File: src/rtl/bert_pkg.sv
`timescale 1ns/1ps
package bert_pkg;

   typedef enum logic [2:0] {
      PAT_PRBS7   = 3'd0,
      PAT_PRBS11  = 3'd1,
      PAT_PRBS15  = 3'd2,
      PAT_QRSS    = 3'd3,
      PAT_REPEAT  = 3'd4,
      PAT_ALTWORD = 3'd5,
      PAT_OCTET55 = 3'd6,
      PAT_PRBS9   = 3'd7
   } pat_sel_e;

   localparam int NUM_LFSR     = 5;
   localparam int QRSS_SLOT    = 4;
   localparam int CTL_LOAD_BIT = 0;
   localparam int CTL_SEL_LSB  = 1;
   localparam int CTL_INV_BIT  = 4;

   function automatic int lfsr_len(input int slot);
      case (slot)
         0:       return 7;
         1:       return 9;
         2:       return 11;
         3:       return 15;
         default: return 20;
      endcase
   endfunction

   function automatic int lfsr_tap(input int slot);
      case (slot)
         0:       return 6;
         1:       return 5;
         2:       return 9;
         3:       return 14;
         default: return 17;
      endcase
   endfunction

   function automatic logic uses_lfsr(input logic [2:0] sel);
      return (sel != PAT_REPEAT) && (sel != PAT_ALTWORD) && (sel != PAT_OCTET55);
   endfunction

   function automatic int lfsr_slot(input logic [2:0] sel);
      case (sel)
         PAT_PRBS7:  return 0;
         PAT_PRBS9:  return 1;
         PAT_PRBS11: return 2;
         PAT_PRBS15: return 3;
         PAT_QRSS:   return 4;
         default:    return 0;
      endcase
   endfunction

endpackage

File: src/rtl/bert_lfsr.sv
`timescale 1ns/1ps
module bert_lfsr #(
   parameter int LEN = 7,
   parameter int TAP = 6
) (
   input  logic clk,
   input  logic rst_n,
   input  logic seed_i,
   input  logic step_i,
   output logic bit_o
);
   if (LEN < 3) begin : g_bad_len
      $error("bert_lfsr: LEN must be at least 3");
   end
   if (TAP < 1 || TAP >= LEN) begin : g_bad_tap
      $error("bert_lfsr: TAP must lie in 1..LEN-1");
   end

   logic [LEN-1:0] state;

   assign bit_o = state[LEN-1] ^ state[TAP-1];

   always_ff @(posedge clk) begin
      if (!rst_n || seed_i) begin
         state <= '1;
      end else if (step_i) begin
         state <= {state[LEN-2:0], bit_o};
      end
   end
endmodule

File: src/rtl/bert_zero_cap.sv
`timescale 1ns/1ps
module bert_zero_cap #(
   parameter int ZRUN_MAX = 14,
   localparam int RUN_W = $clog2(ZRUN_MAX + 1)
) (
   input  logic clk,
   input  logic rst_n,
   input  logic clear_i,
   input  logic step_i,
   input  logic raw_i,
   output logic bit_o
);
   if (ZRUN_MAX < 1) begin : g_bad_max
      $error("bert_zero_cap: ZRUN_MAX must be at least 1");
   end

   logic [RUN_W-1:0] run_q;
   logic             at_cap;

   assign at_cap = (run_q == RUN_W'(ZRUN_MAX));
   assign bit_o  = at_cap | raw_i;

   always_ff @(posedge clk) begin
      if (!rst_n || clear_i) begin
         run_q <= '0;
      end else if (step_i) begin
         run_q <= bit_o ? '0 : run_q + 1'b1;
      end
   end
endmodule

File: src/rtl/bert_user_pat.sv
`timescale 1ns/1ps
module bert_user_pat #(
   parameter int USER_W    = 32,
   parameter int ALT_W     = 16,
   parameter int ALT_CNT_W = 8,
   localparam int IDX_W    = $clog2(USER_W),
   localparam int AIDX_W   = $clog2(ALT_W)
) (
   input  logic                 clk,
   input  logic                 rst_n,
   input  logic                 seed_i,
   input  logic                 step_rep_i,
   input  logic                 step_alt_i,
   input  logic [USER_W-1:0]    word_i,
   input  logic [IDX_W-1:0]     len_i,
   input  logic [ALT_W-1:0]     alt_a_i,
   input  logic [ALT_W-1:0]     alt_b_i,
   input  logic [ALT_CNT_W-1:0] alt_cnt_i,
   output logic                 rep_bit_o,
   output logic                 alt_bit_o
);
   if (USER_W < 2) begin : g_bad_user
      $error("bert_user_pat: USER_W must be at least 2");
   end
   if (ALT_W < 2) begin : g_bad_alt
      $error("bert_user_pat: ALT_W must be at least 2");
   end

   localparam logic [IDX_W-1:0]  LEN_TOP = IDX_W'(USER_W - 1);
   localparam logic [AIDX_W-1:0] ALT_TOP = AIDX_W'(ALT_W - 1);

   logic [IDX_W-1:0] len_eff;

   if ((1 << IDX_W) == USER_W) begin : g_len_pow2
      assign len_eff = len_i;
   end else begin : g_len_clamp
      assign len_eff = (len_i > LEN_TOP) ? LEN_TOP : len_i;
   end

   // repeating user word
   logic [USER_W-1:0] word_q;
   logic [IDX_W-1:0]  len_q;
   logic [IDX_W-1:0]  ridx_q;

   always_ff @(posedge clk) begin
      if (!rst_n) begin
         word_q <= '0;
         len_q  <= '0;
         ridx_q <= '0;
      end else if (seed_i) begin
         word_q <= word_i;
         len_q  <= len_eff;
         ridx_q <= len_eff;
      end else if (step_rep_i) begin
         ridx_q <= (ridx_q == '0) ? len_q : ridx_q - 1'b1;
      end
   end

   assign rep_bit_o = word_q[ridx_q];

   // alternating word pair
   logic [ALT_W-1:0]     a_q;
   logic [ALT_W-1:0]     b_q;
   logic [ALT_CNT_W-1:0] cnt_q;
   logic [ALT_CNT_W-1:0] rep_q;
   logic [AIDX_W-1:0]    aidx_q;
   logic                 use_b_q;

   always_ff @(posedge clk) begin
      if (!rst_n) begin
         a_q     <= '0;
         b_q     <= '0;
         cnt_q   <= '0;
         rep_q   <= '0;
         aidx_q  <= ALT_TOP;
         use_b_q <= 1'b0;
      end else if (seed_i) begin
         a_q     <= alt_a_i;
         b_q     <= alt_b_i;
         cnt_q   <= alt_cnt_i;
         rep_q   <= '0;
         aidx_q  <= ALT_TOP;
         use_b_q <= 1'b0;
      end else if (step_alt_i) begin
         if (aidx_q == '0) begin
            aidx_q <= ALT_TOP;
            if (rep_q == cnt_q) begin
               rep_q   <= '0;
               use_b_q <= ~use_b_q;
            end else begin
               rep_q <= rep_q + 1'b1;
            end
         end else begin
            aidx_q <= aidx_q - 1'b1;
         end
      end
   end

   assign alt_bit_o = use_b_q ? b_q[aidx_q] : a_q[aidx_q];
endmodule

File: src/rtl/bert_pattern_gen.sv
`timescale 1ns/1ps
module bert_pattern_gen
   import bert_pkg::*;
#(
   parameter int USER_W     = 32,
   parameter int ALT_W      = 16,
   parameter int ALT_CNT_W  = 8,
   parameter int ZRUN_MAX   = 14,
   localparam int USER_IDX_W = $clog2(USER_W)
) (
   input  logic                  clk,
   input  logic                  rst_n,
   input  logic                  bit_en,
   input  logic [7:0]            ctrl_byte,
   input  logic [USER_W-1:0]     user_word,
   input  logic [USER_IDX_W-1:0] user_len,
   input  logic [ALT_W-1:0]      alt_word_a,
   input  logic [ALT_W-1:0]      alt_word_b,
   input  logic [ALT_CNT_W-1:0]  alt_count,
   output logic                  tx_bit,
   output logic                  tx_valid
);
   if (ALT_CNT_W < 1) begin : g_bad_cnt
      $error("bert_pattern_gen: ALT_CNT_W must be at least 1");
   end

   logic       unused_ctrl;
   assign unused_ctrl = ^ctrl_byte[7:5];

   logic       load_q;
   logic       load_pulse;
   logic [2:0] sel_q;
   logic       produce;
   logic       invert;

   assign load_pulse = ctrl_byte[CTL_LOAD_BIT] & ~load_q;
   assign produce    = bit_en & ~load_pulse;
   assign invert     = ctrl_byte[CTL_INV_BIT];

   always_ff @(posedge clk) begin
      if (!rst_n) begin
         load_q <= 1'b0;
         sel_q  <= PAT_PRBS7;
      end else begin
         load_q <= ctrl_byte[CTL_LOAD_BIT];
         if (load_pulse) begin
            sel_q <= ctrl_byte[CTL_SEL_LSB +: 3];
         end
      end
   end

   // shift-register bank, one per sequence length
   logic [NUM_LFSR-1:0] lfsr_bit;
   logic                lfsr_mode;
   int                  active_slot;

   assign lfsr_mode   = uses_lfsr(sel_q);
   assign active_slot = lfsr_slot(sel_q);

   for (genvar g = 0; g < NUM_LFSR; g++) begin : g_lfsr
      localparam int LEN = lfsr_len(g);
      localparam int TAP = lfsr_tap(g);
      logic step_g;
      assign step_g = produce & lfsr_mode & (active_slot == g);
      bert_lfsr #(.LEN(LEN), .TAP(TAP)) u_lfsr (
         .clk    (clk),
         .rst_n  (rst_n),
         .seed_i (load_pulse),
         .step_i (step_g),
         .bit_o  (lfsr_bit[g])
      );
   end

   // zero-run limiter on the long sequence
   logic qrss_bit;
   bert_zero_cap #(.ZRUN_MAX(ZRUN_MAX)) u_cap (
      .clk     (clk),
      .rst_n   (rst_n),
      .clear_i (load_pulse),
      .step_i  (produce && (sel_q == PAT_QRSS)),
      .raw_i   (lfsr_bit[QRSS_SLOT]),
      .bit_o   (qrss_bit)
   );

   // user patterns
   logic rep_bit;
   logic alt_bit;
   bert_user_pat #(.USER_W(USER_W), .ALT_W(ALT_W), .ALT_CNT_W(ALT_CNT_W)) u_user (
      .clk        (clk),
      .rst_n      (rst_n),
      .seed_i     (load_pulse),
      .step_rep_i (produce && (sel_q == PAT_REPEAT)),
      .step_alt_i (produce && (sel_q == PAT_ALTWORD)),
      .word_i     (user_word),
      .len_i      (user_len),
      .alt_a_i    (alt_word_a),
      .alt_b_i    (alt_word_b),
      .alt_cnt_i  (alt_count),
      .rep_bit_o  (rep_bit),
      .alt_bit_o  (alt_bit)
   );

   logic raw_bit;
   always_comb begin
      case (sel_q)
         PAT_QRSS:    raw_bit = qrss_bit;
         PAT_REPEAT:  raw_bit = rep_bit;
         PAT_ALTWORD: raw_bit = alt_bit;
         PAT_OCTET55: raw_bit = 1'b1;
         default:     raw_bit = lfsr_bit[active_slot];
      endcase
   end

   always_ff @(posedge clk) begin
      if (!rst_n) begin
         tx_bit   <= 1'b0;
         tx_valid <= 1'b0;
      end else begin
         tx_valid <= produce;
         if (produce) begin
            tx_bit <= raw_bit ^ invert;
         end
      end
   end
endmodule

File: config.mk
export PLATFORM = sky130hd
export DESIGN_NAME = bert_pattern_gen
export DESIGN_NICKNAME = d
export VERILOG_FILES = /design/src/rtl/bert_pkg.sv /design/src/rtl/bert_lfsr.sv /design/src/rtl/bert_zero_cap.sv /design/src/rtl/bert_user_pat.sv /design/src/rtl/bert_pattern_gen.sv
export SDC_FILE = /design/constraint.sdc
export NUM_CORES = 1
export LEC_CHECK = 0
export BUFFER_PORTS_ARGS = -buffer_cell sky130_fd_sc_hd__buf_2
export CORE_UTILIZATION = 45
export DETAILED_ROUTE_END_ITERATION = 16
export GPL_ROUTABILITY_DRIVEN = 0
export PLACE_DENSITY = 0.61
export SYNTH_ARGS = -nofsm -noshare
export SYNTH_HDL_FRONTEND = slang
export SYNTH_HIERARCHICAL = 1
export SYNTH_SLANG_ARGS = --single-unit
File: constraint.sdc
create_clock -name clk -period 2.32 [get_ports clk]
set_input_delay 0.348 -clock clk [delete_from_list [all_inputs] [get_ports clk]]
set_output_delay 0.348 -clock clk [all_outputs]
set_load 0.01 [all_outputs]
Word-level counts from Yosys, hierarchy flattened. Index checks and enable logic that the tools add are counted.

Memories kept: 0. Bits in latches: 0. Memory bits (writable): 0. Flip-flop bits (word level): 167. Input bits: 88. Logic and storage cells: 93. Output and inout bits: 2. Bits in read-only memories: 0.

Shifts and indexed selects: 0. Bitwise operators: 19. Equal/unequal tests: 16. $mul: 0. Mux-type cells: 18. Add/subtract/negate cells: 4. Div/mod/pow operators: 0. Reduce and logical (&&, ||, !) cells: 14. $lt $le $gt $ge: 3.

Operators by type and width (count): $eq A32 B3 Y1 const B (2); $eq A32 B2 Y1 const B (1); $eq A32 B4 Y1 const B (1); $logic_not A32 Y1 (1); $lt A32 B5 Y1 const B (1); $mux W5 (3); $eq A3 B3 Y1 const B (4); $pmux W3 S4 (1); $ne A3 B3 Y1 const B (3); $add A8 B1 Y8 const B (1); $and A1 B1 Y1 (8); $bmux W1 S4 (2); $eq A8 B8 Y1 (1); $mux W4 (2); $mux W8 (1); $eq A3 B2 Y1 const B (2); $lt A5 B6 Y1 const B (1); $mux W1 (6); $xor A1 B1 Y1 (6); $bmux W1 S5 (1); $logic_and A1 B1 Y1 (5); $logic_not A5 Y1 (1); $lt A4 B5 Y1 const B (1); $sub A5 B1 Y5 const B (1); other kinds (15) (18).

Logic depth before layout (Yosys ltp).
Word-level depth: 7. Depth in mapped cells: 10. Depth with buffers taken out: 8.

Hierarchy. The synthesis kept the hierarchy.

By module, submodules not included: bert_user_pat (instances 1, cells an instance 435, area an instance 4458.0 um^2); bert_lfsr (g_lfsr[4].u_lfsr) (instances 1, cells an instance 67, area an instance 772.0 um^2); bert_lfsr (g_lfsr[3].u_lfsr) (instances 1, cells an instance 51, area an instance 570.5 um^2); bert_lfsr (g_lfsr[2].u_lfsr) (instances 1, cells an instance 38, area an instance 431.7 um^2); bert_pattern_gen (instances 1, cells an instance 52, area an instance 389.1 um^2); bert_lfsr (g_lfsr[1].u_lfsr) (instances 1, cells an instance 32, area an instance 352.8 um^2); bert_lfsr (g_lfsr[0].u_lfsr) (instances 1, cells an instance 25, area an instance 304.0 um^2); bert_zero_cap (instances 1, cells an instance 27, area an instance 219.0 um^2).

Least setup slack after synthesis. No wires, ideal clock.

Path type: flip-flop to flip-flop. From: register u_user.aidx_q[1]. To: register tx_bit. Buffers on the path: 1. Path slack: 0.364 ns. Arrival: 1.883 ns. Cell stages (with the launch flop): 10. Path through: dfxtp_1 -> buf_6 -> mux4_2 -> mux2i_1 -> o22ai_1 -> nand3b_1 -> nand2_1 -> o21ai_0 -> a2111o_1 -> o211ai_2.

Cells in the longest elaborated chain, start to end: 5.

Ends and longest elaborated chain: start: declaration (line bert_user_pat.sv:66) `logic [AIDX_W-1:0] aidx_q;`; start signal: assignment (line bert_user_pat.sv:94) `aidx_q <= aidx_q - 1'b1;`; $bmux W1 S4 (line bert_user_pat.sv:99) `assign alt_bit_o = use_b_q ? b_q[aidx_q] : a_q[aidx_q];`; $mux W1 (implied by the code) (line bert_user_pat.sv:99); $mux W1 (*) (line bert_user_pat.sv:99); via alt_bit (line bert_pattern_gen.sv:87) `logic alt_bit;`; $pmux W1 S4 (*) (line bert_pattern_gen.sv:105) `case (sel_q)`; $xor A1 B1 Y1 (*) (line bert_pattern_gen.sv:121) `tx_bit <= raw_bit ^ invert;`; end signal: assignment (line bert_pattern_gen.sv:121); end: declaration (line bert_pattern_gen.sv:20) `output logic tx_bit,`.

Mark *: on every way through the listed nets, which the timed path passes. The rest lies on a longest branch. The select of a mux whose other input is x is not followed. A chain may end at the register's enable or synchronous reset.

Worst setup path in the final report. Same ends and word-level chain as after synthesis.

==> results.sh <==
export IMPL_status="complete, no violations"
export IMPL_setup_viol=0
export IMPL_layout_drive_gt1_share=0.202
export IMPL_use_met3=0.0536
export IMPL_clock_sinks=167
export IMPL_power_leakage_nw=3.39
export IMPL_grt_total_usage=0.183
export IMPL_syn_num_nets=820
export IMPL_setup_worst_path_start_class="flop"
export IMPL_viasPerCell=4.99
export IMPL_postCtsSetupBuffers=0
export IMPL_drt_iter0_markers=238
export IMPL_min_delay_start="ctrl_byte[0]"
export IMPL_grt_max_degree=42
export IMPL_cts_root_buf="clkbuf_16"
export IMPL_area_growth_synth_to_final_pct=16.7
export IMPL_cp_slowest_cell="mux4_2"
export IMPL_cts_resized=0
export IMPL_arrival_ns=2.55
export IMPL_grt_use_met2=0.296
export IMPL_avgSynthCellArea_sq_um=10.3
export IMPL_holdBufCountCts=0
export IMPL_dp_slack_ns=0.0628
export IMPL_hold_violations=0
export IMPL_grt_pass1_wl_microns=24200
export IMPL_final_setup_tns_ns=0
export IMPL_grt_pass1_vias=5225
export IMPL_yosysSeqAreaShare=0.446
export IMPL_relSlewSlack=0.586
export IMPL_antenna_found_initial=0
export IMPL_cpPeakStageDelay_ns=0.50
export IMPL_hpwl_microns=10100
export IMPL_grtUsageMet1=0.229
export IMPL_busiest_layer="met2"
export IMPL_dieArea_sq_mm=0.0172
export IMPL_wl_per_cell_microns=13.8
export IMPL_worst_setup_path_type="flop to flop"
export IMPL_cts_tree="built"
export IMPL_rows=46
export IMPL_final_min_clock_period_ns=2.19
export IMPL_vias=5190
export IMPL_io_buffers=86
export IMPL_hp_class="primary input to flop"
export IMPL_setup_ws_ns=0.128
export IMPL_power_density_mw_per_mm2=736
export IMPL_htree_levels=4
export IMPL_drt_wl_total_microns=14400
export IMPL_die_width_microns=131
export IMPL_nets=903
export IMPL_die_y_microns=131
export IMPL_async_flop_share=0
export IMPL_clk_latency_ns=0.43
export IMPL_worst_slew_pin_slew_ns=0.620
export IMPL_startpoint="u_user/aidx_q[1]$_SDFFE_PP1P_"
export IMPL_start_util=0.467
export IMPL_skew_ns=0.00869
export IMPL_syn_inst=727
export IMPL_timing_rr_start="u_user/aidx_q[1]$_SDFFE_PP1P_"
export IMPL_timing_final_crit_share=0.945
export IMPL_synth_distinct_cells=61
export IMPL_clk_path_buf_depth=2
export IMPL_max_cap_violations=0
export IMPL_ant_nets=0
export IMPL_finalMaxSlewViolations=0
export IMPL_clk_pin_slew_worst_paths_ns=0.06
export IMPL_rsz0062_at_grt="false"
export IMPL_crit_fanout=11
export IMPL_syn_cell_area_sq_mm=0.00750
export IMPL_synth_ff_type="dfxtp_1"
export IMPL_first_pass_iters=4
export IMPL_peakVddDrop_mv=0.523
export IMPL_ys_ff_latch=167
export IMPL_nFillCells=1436
export IMPL_end_kind="flop"
export IMPL_drc=0
export IMPL_io_pins=90
export IMPL_cts_buffers=17
export IMPL_overflow=0
export IMPL_max_freq_mhz=456
export IMPL_yosys_warnings=6
export IMPL_synth_edf_count=0
export IMPL_cp_required_ns=2.68
export IMPL_core_sq_mm=0.0161
export IMPL_path_cells="buf_12 > mux4_2 > mux2i_1 > o22ai_1 > nand3b_1 > nand2_1 > o21ai_1 > a2111o_1 > o211ai_2"
export IMPL_rrSetupSlack_ns=0.13
[routing by layer]
metal,share of wire,routed length (microns),vias to the layer above
met3,0.042,597,17
met4,0.016,232,0
met5,0,0,-
li1,-,-,2673
met2,0.47,6710,85
met1,0.48,6840,2415
[kinds of logic after synthesis]
logic type	after synthesis	share of synthesized area
and+or+nand+nor	259	0.186
DFF	167	0.446
muxes	161	0.225
AOI/OAI and AO/OA	58	0.0612
buffers and inverters	55	0.0462
xor gates and xnor gates	22	0.0277
adders and majority gates	5	0.00834
[cell usage after synthesis, types with 2 or more instances]
cell type	number	area share
mux4_2	6	0.018
or4_1	2	0.0020
a21boi_0	4	0.0040
inv_1	13	0.0065
xor2_1	9	0.011
nor2_1	23	0.012
o211ai_1	3	0.0030
nand4_1	6	0.0050
a22oi_1	7	0.0070
and2_1	3	0.0025
xnor2_1	11	0.013
and3_1	3	0.0025
dfxtp_1	167	0.45
a211oi_1	2	0.0020
o2111ai_1	2	0.0023
buf_6	11	0.017
nor2b_1	84	0.070
buf_2	15	0.010
xor2_2	2	0.0043
a31oi_1	4	0.0033
clkbuf_2	2	0.0013
nand2_1	87	0.044
nand2b_1	9	0.0075
mux2i_1	155	0.21
ha_1	5	0.0083
a21oi_1	10	0.0067
nor3_1	3	0.0020
and2b_4	2	0.0027
clkbuf_1	10	0.0050
nand3b_1	9	0.0090
nor4bb_1	2	0.0027
o21ai_1	4	0.0027
buf_12	2	0.0053
o21ai_0	6	0.0040
o2bb2a_4	4	0.011
nand3_1	15	0.010
[metrics by stage]
step	total power, mW	area [sq um]	instances	utilization	hold slack, ns
floorplan	3.48	7500	727	-	0.440
global placement	3.63	8130	1007	0.506	0.454
detailed placement	3.65	8130	1007	0.506	0.461
CTS	6.52	8740	1039	0.544	0.127
global route	6.72	8740	1039	0.545	0.124
finish	6.44	8750	1040	0.545	0.142
[flip-flops by register name, summed over array words and instances, names as in the netlist, 3 cells and up]
signal	flops
u_cap/run_q	4
u_user/a_q	16
g_lfsr.u_lfsr/state	62
u_user/len_q	5
u_user/cnt_q	8
u_user/aidx_q	4
u_user/ridx_q	5
u_user/rep_q	8
sel_q	3
u_user/word_q	32
u_user/b_q	16
[worst paths after layout]
path / end / depth (start not counted)
hold reg to reg: g_lfsr[4].u_lfsr/state[15]$_SDFFE_PP1P_ / 2
setup reg to reg: tx_bit$_SDFFE_PN0P_ / 9
setup / recovery: tx_bit$_SDFFE_PN0P_ / 9
hold / removal: load_q$_SDFF_PN0_ / 2
[cell type report]
type / instances / area, sq um / area share
well taps: 216 / 270 / 0.0309
clock buffers: 20 / 467 / 0.0534
clock inverters: 12 / 139 / 0.0159
repair buffers: 105 / 648 / 0.0741
inverters: 14 / 55.1 / 0.00629
flip-flops and latches: 167 / 3350 / 0.382
diodes: 1 / 2.50 / 0.000286
multi-input cells: 505 / 3820 / 0.437
[layout by cell type (no fill, tap or decap), drive strengths merged, types with 4 or more instances in the layout]
cell type    n
nand2       87
inv         19
ha           5
o21ai       10
nand3       15
clkbuf      20
buf        105
clkinv       4
a31oi        4
xor2        11
xnor2       11
nand4        6
nor2b       85
dfxtp      167
a21boi       5
mux2i      155
nand3b      10
o2bb2a       5
a21oi       10
nand2b       9
o211ai       4
nor2        24
mux4         6
a22oi        7
[where the power goes]
part	leakage (nW)	total (mW)	switching (mW)	internal [mW]
Sequential	1.36	3.03	0.0644	2.96
Combinational	1.73	0.556	0.275	0.281
Clock	0.298	2.86	1.17	1.69
Total	3.39	6.44	1.51	4.93
[worst max-delay path: cells and delay by family (launching register included)]
family	cells	cell delay (ns)
multiplexers	2	0.66
AO/OA/AOI/OAI	4	0.64
flip-flops	1	0.34
AND/OR/NAND/NOR	2	0.34
buffers and inverters	1	0.14
(Power assumes the default switching activity.)
